File: config.mk
export PLATFORM = sky130hd
export DESIGN_NAME = irq_flag_agg
export DESIGN_NICKNAME = d
export VERILOG_FILES = /design/src/rtl/irq_flag_agg.sv
export SDC_FILE = /design/constraint.sdc
export NUM_CORES = 1
export LEC_CHECK = 0
export BUFFER_PORTS_ARGS = -buffer_cell sky130_fd_sc_hd__buf_2
export CAP_MARGIN = 40
export CORE_MARGIN = 5
export CORE_UTILIZATION = 55
export CTS_CLUSTER_SIZE = 10
export DETAILED_ROUTE_END_ITERATION = 12
export PLACE_DENSITY_LB_ADDON = 0.08
export SLEW_MARGIN = 20
export SYNTH_ARGS = -nofsm -noshare
export SYNTH_HDL_FRONTEND = slang
export SYNTH_SLANG_ARGS = --single-unit
File: constraint.sdc
create_clock -name clk_i -period 1.5 [get_ports clk_i]
set_clock_uncertainty 0.1 [all_clocks]
set_input_delay 0.15 -clock clk_i [delete_from_list [all_inputs] [get_ports clk_i]]
set_output_delay 0.15 -clock clk_i [all_outputs]
set_load 0.05 [all_outputs]
File: src/rtl/irq_flag_agg.sv
module irq_flag_agg #(
  parameter int NSRC   = 32,
  parameter int NLINES = 3,
  parameter int AW     = 3,
  parameter logic [NLINES*NSRC-1:0] LINE_MAP = {32'h0000_00FC, 32'h0000_0002, 32'h0000_0001}
) (
  input  logic              clk_i,
  input  logic              rst_ni,
  input  logic [NSRC-1:0]   evt_i,
  input  logic              we_i,
  input  logic [AW-1:0]     waddr_i,
  input  logic [NSRC-1:0]   wdata_i,
  input  logic [AW-1:0]     raddr_i,
  output logic [NSRC-1:0]   rdata_o,
  output logic [NLINES-1:0] irq_o
);
  localparam logic [AW-1:0] A_FLAG  = AW'(0);
  localparam logic [AW-1:0] A_FSET  = AW'(1);
  localparam logic [AW-1:0] A_FCLR  = AW'(2);
  localparam logic [AW-1:0] A_MASK  = AW'(3);
  localparam logic [AW-1:0] A_MSET  = AW'(4);
  localparam logic [AW-1:0] A_MCLR  = AW'(5);
  localparam logic [AW-1:0] A_PEND  = AW'(6);
  localparam logic [NSRC-1:0] ZERO  = '0;

  logic [NSRC-1:0] flag_q, mask_q, pend;
  logic [NSRC-1:0] fset_v, fclr_v, mset_v, mclr_v;

  assign fset_v = (we_i && waddr_i == A_FSET) ? wdata_i : ZERO;
  assign fclr_v = (we_i && waddr_i == A_FCLR) ? wdata_i : ZERO;
  assign mset_v = (we_i && waddr_i == A_MSET) ? wdata_i : ZERO;
  assign mclr_v = (we_i && waddr_i == A_MCLR) ? wdata_i : ZERO;

  always_ff @(posedge clk_i) begin
    if (!rst_ni) begin
      flag_q <= '0;
      mask_q <= '1;
    end else begin
      flag_q <= (flag_q & ~fclr_v) | evt_i | fset_v;
      mask_q <= (mask_q & ~mclr_v) | mset_v;
    end
  end

  assign pend = flag_q & ~mask_q;

  for (genvar k = 0; k < NLINES; k++) begin : g_line
    assign irq_o[k] = |(pend & LINE_MAP[k*NSRC +: NSRC]);
  end

  always_comb begin
    case (raddr_i)
      A_FLAG:  rdata_o = flag_q;
      A_MASK:  rdata_o = mask_q;
      A_PEND:  rdata_o = pend;
      default: rdata_o = ZERO;
    endcase
  end


  evt_latched_chk: assert property (@(posedge clk_i) disable iff (!rst_ni)
    (evt_i != ZERO) |=> ((flag_q & $past(evt_i)) == $past(evt_i)));


  ack_clears_chk: assert property (@(posedge clk_i) disable iff (!rst_ni)
    (we_i && waddr_i == A_FCLR && evt_i == ZERO) |=> ((flag_q & $past(wdata_i)) == ZERO));


  mask_set_chk: assert property (@(posedge clk_i) disable iff (!rst_ni)
    (we_i && waddr_i == A_MSET) |=> ((mask_q & $past(wdata_i)) == $past(wdata_i)));


  mask_clr_chk: assert property (@(posedge clk_i) disable iff (!rst_ni)
    (we_i && waddr_i == A_MCLR) |=> ((mask_q & $past(wdata_i)) == ZERO));


  mask_hold_chk: assert property (@(posedge clk_i) disable iff (!rst_ni)
    !(we_i && (waddr_i == A_MSET || waddr_i == A_MCLR)) |=> $stable(mask_q));


  all_masked_quiet_chk: assert property (@(posedge clk_i) disable iff (!rst_ni)
    (mask_q == '1) |-> (irq_o == '0));
endmodule

# Word level (Yosys, flattened, before mapping)
# Index checks and enable logic that the tools add are counted.
word_totals:
  register_bits: 64
  out_inout_bits: 35
  elab_cells: 28
classes:
  n_eq_ne: 6
  n_mux: 5
  n_bitwise: 9
  n_reduce_logical: 6
op_table:
  columns: ["cell", "count"]
  rows:
  - ["2-to-1 mux 32 bit", 4]
  - ["AND 32 bit", 3]
  - ["NOT 32 bit", 3]
  - ["bitwise OR 32 bit", 3]
  - ["case mux 32 bit (3 select lines)", 1]
  - ["== test 3 bit (second input constant)", 3]
  - ["== test 3 x 2 -> 1 bit (second input constant)", 2]
  - ["OR reduction 6 bit", 1]
  - ["logical AND 1 bit", 4]
  - ["== test 3 x 1 -> 1 bit (second input constant)", 1]
  - ["zero test 3 bit", 1]

# Depth between registers and ports, before layout
# Gate-level depths: netlist (run 1).
depth:
  word_depth: 7
  ltp_mapped: 5
  mapped_depth_nobuf: 3

# Worst setup path after synthesis (run 1)
# Ideal clock, no wire load.
synth_path:
  kind: "input port to output port"
  from: "input raddr_i[2]"
  to: "output rdata_o[0]"
  arrival_ns: 1.808
  path_slack_ns: -0.558
  path_stages: 4
  n_path_buf: 2
  path_cell_list: "buf_4 -> nand3_1 -> clkbuf_1 -> o32ai_1"
synth_between:
  elab_chain_cells: 2
  elab_cells_between_ends: 4
  cone_classes: "eq/ne (2); mux (1); reduce/logical (1)"
synth_lines:
  columns: ["item", "line_no", "source"]
  rows:
  - ["start, declared", "13", "input logic [AW-1:0] raddr_i,"]
  - ["== test 3 bit (tied with other cells)", "51", "case (raddr_i)"]
  - ["case mux 32 bit (3 select lines) (*)", "51", null]
  - ["end, declared", "14", "output logic [NSRC-1:0] rdata_o,"]
# Every way passes the cells marked *; elsewhere a longest branch is shown, timed or not.

# Worst setup path in the final report (run 1)
layout_path:
  from: "register mask_q[2]"
  to: "output irq_o[2]"
layout_between:
  elab_chain_cells: 3
layout_lines:
  columns: ["item", "line_no", "source"]
  rows:
  - ["start, declared", "26", "logic [NSRC-1:0] flag_q, mask_q, pend;"]
  - ["start signal, assigned", "40", "mask_q <= (mask_q & ~mclr_v) | mset_v;"]
  - ["NOT 32 bit", "44", "assign pend = flag_q & ~mask_q;"]
  - ["AND 32 bit", "44", null]
  - ["OR reduction 6 bit", "47", "assign irq_o[k] = |(pend & LINE_MAP[k*NSRC +: NSRC]);"]
  - ["end, declared", "15", "output logic [NLINES-1:0] irq_o"]
# Every way passes these cells.

==> results of run 1 <==
## layout make-up
type / instances / area (sq um) / area share (%)
clock inverter: 1 / 5.005 / 0.09081
timing repair buffer: 175 / 1444 / 26.20
clock buffer: 12 / 155.1 / 2.815
multi-input combinational: 276 / 2267 / 41.13
inverter: 58 / 217.7 / 3.950
sequential: 64 / 1326 / 24.06
tap: 77 / 96.34 / 1.748
## per-stage QoR
| stage | area, sq um | total power [uW] | setup TNS (ns) |
|---|---|---|---|
| 5_1_grt | 5512 | 4490 | -0.2104 |
| 2_1_floorplan | 3855 | 2488 | -3.915 |
| 3_3_place_gp | 4538 | 2782 | -0.0001104 |
| 6_report | 5512 | 4317 | -0.07082 |
| 4_1_cts | 5438 | 4271 | -0.04978 |
| 3_5_place_dp | 4538 | 2806 | -0.05626 |
## worst min-delay path, cell delays in order
cell and delay [ns]:
buf_2 0.10, nor3_2 0.04, o2bb2ai_1 0.11
## logic make-up (layout without fill, tap and decap cells)
| group | Yosys count | after routing | share of synthesized area, % |
|---|---|---|---|
| buffers and inverters | 93 | 246 | 11.95 |
| DFF | 64 | 64 | 35.68 |
| AOI/OAI and AO/OA | 160 | 160 | 32.16 |
| and+or+nand+nor | 116 | 116 | 20.21 |
## worst paths after layout
path | start | endpoint | slack, ns | cells past startpoint
setup reg to reg | flag_q[25]$_SDFF_PN0_ | flag_q[25]$_SDFF_PN0_ | 0.04 | 3
hold / removal | evt_i[9] | flag_q[9]$_SDFF_PN0_ | -0.01 | 3
hold reg to reg | mask_q[5]$_SDFF_PN1_ | mask_q[5]$_SDFF_PN1_ | 0.41 | 2
setup / recovery | mask_q[2]$_SDFF_PN1_ | irq_o[2] | -0.06 | 4
## flip-flops by register name, indices dropped and copies added (netlist names)
register,cells
flag_q,32
mask_q,32
## routing by layer
metal	wire (um)	global-route usage, %
met5	0	0
met2	6331	50.30
met1	4716	34.29
met3	848	5.000
met4	461	13.08
## power by group through the flow
stage | Combinational, uW | Sequential (uW) | Clock [uW]
floorplan | 608 | 1880 | 0
global placement | 882 | 1900 | 0
detailed placement | 904 | 1900 | 0
CTS | 1080 | 1880 | 1310
global route | 1190 | 1900 | 1390
finish | 1120 | 1890 | 1300
## placed cells by master (no fill, tap or decap), drive strengths merged
cell type and n:
clkbuf 13, inv 58, o21ai 65, o2bb2ai 32
nand2b 6, and4bb 1, nor2b 1, clkinv 1
nand4b 2, a32o 1, nor2 4, buf 125
a22oi 31, dlygate4sd3 44, o32ai 25, nor3 32
dfxtp 64, nand2 32, nand4bb 1, nand3 33
nand3b 2, nand4 1, and2 1, o22ai 6
dlymetal6s4s 5
## timing repair
item / CTS / global route
resized for setup: 77 / 43
pin swaps: 2 / 23
cloned: 0 / 0
setup endpoints to repair: 28 / 35
endpoints found under the hold margin: 64 / 0
hold buffers: 50 / 0
==> run metrics, run 1 <==
DR vias 4110; max-cap violation count 0; first-pass GRT wire length 19.70 mm; Final Non-Filler Cells 663; # Post-CTS Setup Buffers 0; most instantiated cells after synthesis dfxtp_1, inv_1, o21ai_0; Top FF cell, synth dfxtp_1; share of the synthesized area in the top cell type 35.68%; EDFF count, synth 0; Worst Tran Pin Value 0.3596 ns; CP max-delay cell dfxtp_2; Mapped Nets 506; clock insertion delay at the later pin of the skew report 0.33 ns; Die H 90.80 um; CTS buffer count 9; Hold Vio Cnt, Final 1; Post-Syn Area per Cell 8.293 sq um; Flop pwr share 43.9%; layout cells sized above 1 44.71%; Sw Share 31.64%; placed cells 606; final core utilization 86.80%; Slew headroom 76.03%; clock sinks 64; Post-Synthesis Cells 433; unrepaired setup endpoints after global routing yes; Synth Register Bits 64; status finished with violations; H-tree Lvls 3; CP peak stage delay 0.35 ns; Row Count 29; CTS Buffer Depth 2; Yosys cell types 28; core footprint 6350 sq um; failing checks hold timing, setup timing; First DRT Iteration DRCs 267; chip width 90.80 um; IO Port Bufs 107; Clock transition at path regs 0.07 ns; critical setup path kind flop to output port; area leader, netlist dfxtp_1; ys async rst share 0%; final worst path period need 1.558 ns; Fillers 328; fin crit share 103.9%; sequential share of the synthesized area 35.68%; Clock power frac 30.1%; CTS Root Cell clkbuf_8; RePlAce Congestion 0.8347; DR pass1 iterations 5; Critical Path AT 1.31 ns; initial antenna violation count 0; CP bufs+invs 1; peak supply drop 0.0006469 V; most common cell in the netlist dfxtp_1; Place WS -0.01996 ns; grt total ovfl 0; initial core utilization 56.55%; CTS tree done; DP HPWL 7.402 mm; CP max FO 3; die area 8245 sq um; Comb power frac 26.1%; CP Cell Sequence nand2b_4 > nand4_1 > nand3b_1 > buf_6; Worst Setup Start Kind flop; fin worst setup slack -0.05790 ns; WHS -0.01131 ns; LEAKAGE 0.002201 uW; WL/cell 18.64 um; pin count of the biggest net entering global routing 37; Yosys Warn Count 0; largest cells by area after synthesis dfxtp_1, nor3_2, o2bb2ai_1, o21ai_0, o32ai_1; max-slew violation count 0; PwrDens 783.2 nW/um^2; Layout area overhead 53.48%; Critical Path RT 1.25 ns; vias in the first global route 4153; total internal power 2951 uW; fin nets 657; FMAX 641.9 MHz; Total GRT Usage 28.85%; DRT Wirelength 12.36 mm; cell family with most CP delay simple AND/OR/NAND/NOR gates; cell area after synthesis 3591 sq um; Hold/Removal Path Class input port to flop; final setup fails 3; Residual DRC 0; sw power 1366 uW; Crit. End Element output port; vias per cell 6.199; I/O pin cnt 108; Inserted Diodes 0; Antenna Violating Nets Remaining 0
Note: power is estimated with default switching activity, not from simulation.
==> run 2, diff against run 1 <==
--- a/config.mk
+++ b/config.mk
@@ -9,6 +9,7 @@
 export CAP_MARGIN = 40
 export CORE_MARGIN = 5
 export CORE_UTILIZATION = 55
+export CTS_BUF_LIST = sky130_fd_sc_hd__clkbuf_4 sky130_fd_sc_hd__clkbuf_8
 export CTS_CLUSTER_SIZE = 10
 export DETAILED_ROUTE_END_ITERATION = 12
 export PLACE_DENSITY_LB_ADDON = 0.08
@@ -16,3 +17,4 @@
 export SYNTH_ARGS = -nofsm -noshare
 export SYNTH_HDL_FRONTEND = slang
 export SYNTH_SLANG_ARGS = --single-unit
+export TNS_END_PERCENT = 1
==> run 2 against run 1 <==
Utilization up 0.93 points. Die area unchanged. Setup slack worse by 0.030 ns. Largest cell class unchanged. Count of clock-buffer cells in the layout down 1. The flow still finishes with violations (hold timing, setup timing). Sequential cell count unchanged.
==> run metrics, run 2 (synthesis gave the netlist of run 1 again) <==
status finished with violations; failing checks hold timing, setup timing; Die H 90.80 um (unchanged); first-pass GRT wire length 19.99 mm (+1.5%); PwrDens 824.5 nW/um^2 (+5.3%); Worst Setup Start Kind flop; fin crit share 105.8% (+2.0 points); DR vias 4144 (+0.83%); final worst path period need 1.588 ns (+0.02979 ns); Slew headroom 73.12% (-2.9 points); vias in the first global route 4254 (+2.4%); Multi-input gate area 2165 sq um (-4.5%); DR pass1 iterations 5 (unchanged); die area 8245 sq um (unchanged); CTS tree done; max layer used met4; Worst Tran Pin Value 0.4032 ns (+0.04366 ns); Top Registers flag_q x32, mask_q x32; placed instance area 4439 sq um (-2.2%); CP Cell Sequence nand2b_4 > nand4_1 > nand3b_1 > buf_6; Fillers 339 (+3.4%); I/O pin cnt 108 (unchanged); Hold Vio Cnt, Final 1 (unchanged); First DRT Iteration DRCs 284 (+6.4%); unrepaired setup endpoints after global routing yes; Antenna Violating Nets Remaining 0 (unchanged); clock sinks 64 (unchanged); Row Count 29 (unchanged); CP peak stage delay 0.36 ns (about the same); LEAKAGE 0.002277 uW (+3.5%); WL/cell 18.74 um (+0.55%); RePlAce Congestion 0.8317 (-0.36%); wl on met1 4.786 mm (+1.5%); pin count of the biggest net entering global routing 40 (+8.1%); vias per cell 6.158 (-0.67%); max-slew violation count 0 (unchanged); Residual DRC 0 (unchanged); layout cells sized above 1 43.46% (-1.3 points); # Post-CTS Setup Buffers 0 (unchanged); Layout area overhead 55.12%; max-cap violation count 0 (unchanged); Clock transition at path regs 0.07 ns (about the same); CP bufs+invs 1 (unchanged); Total GRT Usage 29.11% (+0.26 points); H-tree Lvls 3 (unchanged); CP max-delay cell dfxtp_2; grt total ovfl 0 (unchanged); CTS buffer count 9 (unchanged); Critical Path RT 1.25 ns (about the same); chip width 90.80 um (unchanged); CTS Root Cell clkbuf_8; clock insertion delay at the later pin of the skew report 0.34 ns (about the same); initial core utilization 56.55% (unchanged); fin nets 664 (+1.1%); IO Port Bufs 107 (unchanged); met3 WL 958 um (+13%); Inserted Diodes 0 (unchanged); DRT Wirelength 12.61 mm (+2.1%); FMAX 629.8 MHz (-1.9%); DP HPWL 7.402 mm (about the same); initial antenna violation count 0 (unchanged); Final Instance Area 5570 sq um (+1.1%); metal2 WL 6.453 mm (+1.9%); most frequent cells in the layout buf_2, o21ai_0, inv_1; final setup fails 7 (+4); CP max FO 3 (unchanged); setup TNS -0.3393 ns (-0.2684 ns); Hold/Removal Path Class input port to flop; critical setup path kind flop to output port; peak supply drop 0.0006656 V (+2.9%); commonest non-fill, non-tap cell in the layout buf_2; core footprint 6350 sq um (unchanged); register area 1320 sq um (-0.47%); cell family with most CP delay simple AND/OR/NAND/NOR gates; final core utilization 87.72% (+0.93 points); Crit. End Element output port; CTS Buffer Depth 2 (unchanged); Critical Path AT 1.34 ns (+0.03 ns); WHS -0.005228 ns (+0.006078 ns); fin worst setup slack -0.08769 ns (-0.02979 ns)
[run 2: cell types whose count changed in the layout (fill, tap and decap cells not counted), sizes merged]
cell and delta:
bufinv +1, clkbuf -1, clkinv +1, buf -2
clkinvlp +2, dlymetal6s4s +5, dlygate4sd3 +4
[run 2: worst min-delay path, stage by stage]
cell and delay (ns):
buf_2 0.10, nor3_2 0.04, o2bb2ai_1 0.12
[run 2: timing repair]
action                     CTS  global route
hold endpoints to repair    64             1
hold buffers                58             1
setup endpoints to repair   30            44
pin swaps                    5            27
gates resized for setup     79            53
[run 2: power breakdown]
group	switching [uW]	total, uW	internal, uW
registers	87.0	1890	1800
clock network	712	1560	852
logic	637	1140	504
[run 2: worst paths after layout]
kind / start / end / slack (ns) / depth (start not counted)
setup / recovery: mask_q[3]$_SDFF_PN1_ / irq_o[2] / -0.09 / 4
hold / removal: evt_i[10] / flag_q[10]$_SDFF_PN0_ / -0.005 / 3
setup reg to reg: flag_q[24]$_SDFF_PN0_ / flag_q[24]$_SDFF_PN0_ / 0.08 / 3
hold reg to reg: mask_q[2]$_SDFF_PN1_ / mask_q[2]$_SDFF_PN1_ / 0.41 / 2
[run 2: cell type report]
class,count,area share [%]
clock buffer,11,2.718
clock inverter,5,0.9883
inverter,58,3.908
multi-input combinational,276,38.86
sequential,64,23.70
tap,77,1.730
timing repair buffer,182,28.10
[run 2: metal layers]
| layer | track usage (%) | vias to the layer above |
|---|---|---|
| met1 | 34.12 | 1990 |
| met3 | 6.667 | 41 |
| met5 | 0 | - |
| met4 | 13.08 | 0 |
| li1 | - | 1902 |
| met2 | 50.18 | 211 |
[run 2: through the flow]
stage	power, uW	setup WS, ns	cells	hold WS, ns
after CTS	4522	-0.02778	674	0.002749
final	4593	-0.08769	673	-0.005228
after global routing	4762	-0.1106	673	0.01294
after floorplan	2464	-0.1870	433	0.1669
after global placement	2755	-0.003284	600	0.2802
after detailed placement	2782	-0.02865	600	0.2828
==> run 3, diff against run 2 <==
--- a/config.mk
+++ b/config.mk
@@ -7,7 +7,7 @@
 export LEC_CHECK = 0
 export BUFFER_PORTS_ARGS = -buffer_cell sky130_fd_sc_hd__buf_2
 export CAP_MARGIN = 40
-export CORE_MARGIN = 5
+export CORE_MARGIN = 2
 export CORE_UTILIZATION = 55
 export CTS_BUF_LIST = sky130_fd_sc_hd__clkbuf_4 sky130_fd_sc_hd__clkbuf_8
 export CTS_CLUSTER_SIZE = 10
==> run 3 against run 2 <==
Routed wire length down 11%. Fmax up 3.1%. Non-clock buffer count down 10. Utilization down 3.6 points. Die area down 13%. Sequential cell count unchanged. Clock power down 3%. Final cell count down 1.6%. The run still ends with hold timing, setup timing left. Total power down 3.2%.
==> run metrics, run 3 (synthesis gave the netlist of run 1 again) <==
most frequent cells in the layout buf_2, inv_1, o21ai_0; Hold Vio Cnt, Final 1 (unchanged); CTS buffer count 9 (unchanged); IO Port Bufs 107 (unchanged); WL/cell 16.98 um (-9.4%); I/O pin cnt 108 (unchanged); Design Power 4445 uW (-3.2%); CTS Buffer Depth 2 (unchanged); final core utilization 84.08% (-3.6 points); Hold/Removal Path Class input port to flop; PwrDens 832.5 nW/um^2 (+0.97%); final setup fails 1 (-6); Die H 84.80 um (-6.6%); final worst path period need 1.541 ns (-0.04710 ns); Worst Tran Pin Value 0.3752 ns (-0.02797 ns); reg2reg start flag_q[17]$_SDFF_PN0_; Row Count 29 (unchanged); vias in the first global route 4010 (-5.7%); Hold Crit Start evt_i[4]; layout cells sized above 1 41.20% (-2.3 points); DR pass1 iterations 4 (-1); CP max FO 3 (unchanged); core footprint 6350 sq um (unchanged); Layout area overhead 48.68%; vias per cell 6.000 (-2.6%); Place WS -0.01315 ns (+0.01550 ns); Slew headroom 74.98% (+1.9 points); LEAKAGE 0.002165 uW (-4.9%); Top Registers flag_q x32, mask_q x32; fin crit share 102.7% (-3.1 points); pin count of the biggest net entering global routing 33 (-18%); initial core utilization 56.55% (unchanged); DP HPWL 6.663 mm (-10%); H-tree Lvls 3 (unchanged); CTS tree done; commonest non-fill, non-tap cell in the layout buf_2; Antenna Violating Nets Remaining 0 (unchanged); Crit. End Element output port; fin worst setup slack -0.04059 ns (+0.04710 ns); Critical Path RT 1.25 ns (about the same); Residual DRC 0 (unchanged); first-pass GRT wire length 18.13 mm (-9.3%); initial antenna violation count 0 (unchanged); Total GRT Usage 30.74% (+1.6 points); Inserted Diodes 0 (unchanged); FMAX 649.1 MHz (+3.1%); RePlAce Congestion 0.7801 (-6.2%); Clock transition at path regs 0.07 ns (about the same); Worst Setup Start Kind flop; clock sinks 64 (unchanged); CTS Root Cell clkbuf_8; critical setup path kind flop to output port; status finished with violations; peak supply drop 0.0007199 V (+8.2%); die area 7191 sq um (-13%); register area 1316 sq um (-0.28%); First DRT Iteration DRCs 231 (-19%); Multi-input gate area 2126 sq um (-1.8%); unrepaired setup endpoints after global routing yes; Crit. Startpoint mask_q[4]$_SDFF_PN1_; WHS -0.003233 ns (+0.001995 ns); fin nets 654 (-1.5%); failing checks hold timing, setup timing; clock insertion delay at the later pin of the skew report 0.33 ns (about the same); chip width 84.80 um (-6.6%); grt total ovfl 0 (unchanged); DRT Wirelength 11.24 mm (-11%); Fillers 389 (+15%); max-cap violation count 0 (unchanged); Critical Path AT 1.29 ns (-0.05 ns); DR vias 3972 (-4.2%); max-slew violation count 0 (unchanged)
run 3: final timing paths:
| path | to | slack [ns] | cells after the start |
|---|---|---|---|
| hold / removal | flag_q[4]$_SDFF_PN0_ | -0.003 | 3 |
| setup reg to reg | flag_q[17]$_SDFF_PN0_ | 0.15 | 3 |
| hold reg to reg | mask_q[4]$_SDFF_PN1_ | 0.40 | 2 |
| setup / recovery | irq_o[2] | -0.04 | 4 |
run 3: worst max-delay path: stages (launching register included):
cell and delay [ns]:
dfxtp_2 0.34, nand2b_1 0.14, nand4_1 0.11, nand3b_1 0.20, buf_6 0.17
run 3: cell type report:
type	count	area share [%]
Inverter	58	4.078
Multi-Input combinational cell	276	39.82
Sequential cell	64	24.65
Timing Repair Buffer	172	25.99
Clock buffer	12	2.859
Tap cell	77	1.805
Clock inverter	3	0.7968
run 3: layer usage:
layer	share of wire (%)	routed length [um]	GRT usage [%]	up-vias
met1	42	4682	39.00	1905
li1	-	-	-	1871
met2	50	5614	52.33	172
met3	6.5	733	5.113	24
met5	0	0	0	-
met4	1.9	213	11.54	0
run 3: repair_timing:
item	in CTS	in global routing
gates cloned	0	0
setup endpoints to repair	28	36
resized for setup	52	52
endpoints found under the hold margin	64	0
pin swaps	2	17
hold buffers	50	0
setup buffers	0	0
run 3: metrics by stage:
stage	std cells	TNS [ns]	cell area, sq um
floorplan	433	-4.655	3779
global placement	600	-0.002794	4402
detailed placement	600	-0.03673	4402
CTS	665	-0.03491	5233
global route	662	-0.6224	5339
finish	662	-0.04059	5339
run 3: report_power, final:
part | internal [uW] | switching, uW
logic | 452 | 606
registers | 1800 | 79.8
clock network | 840 | 668
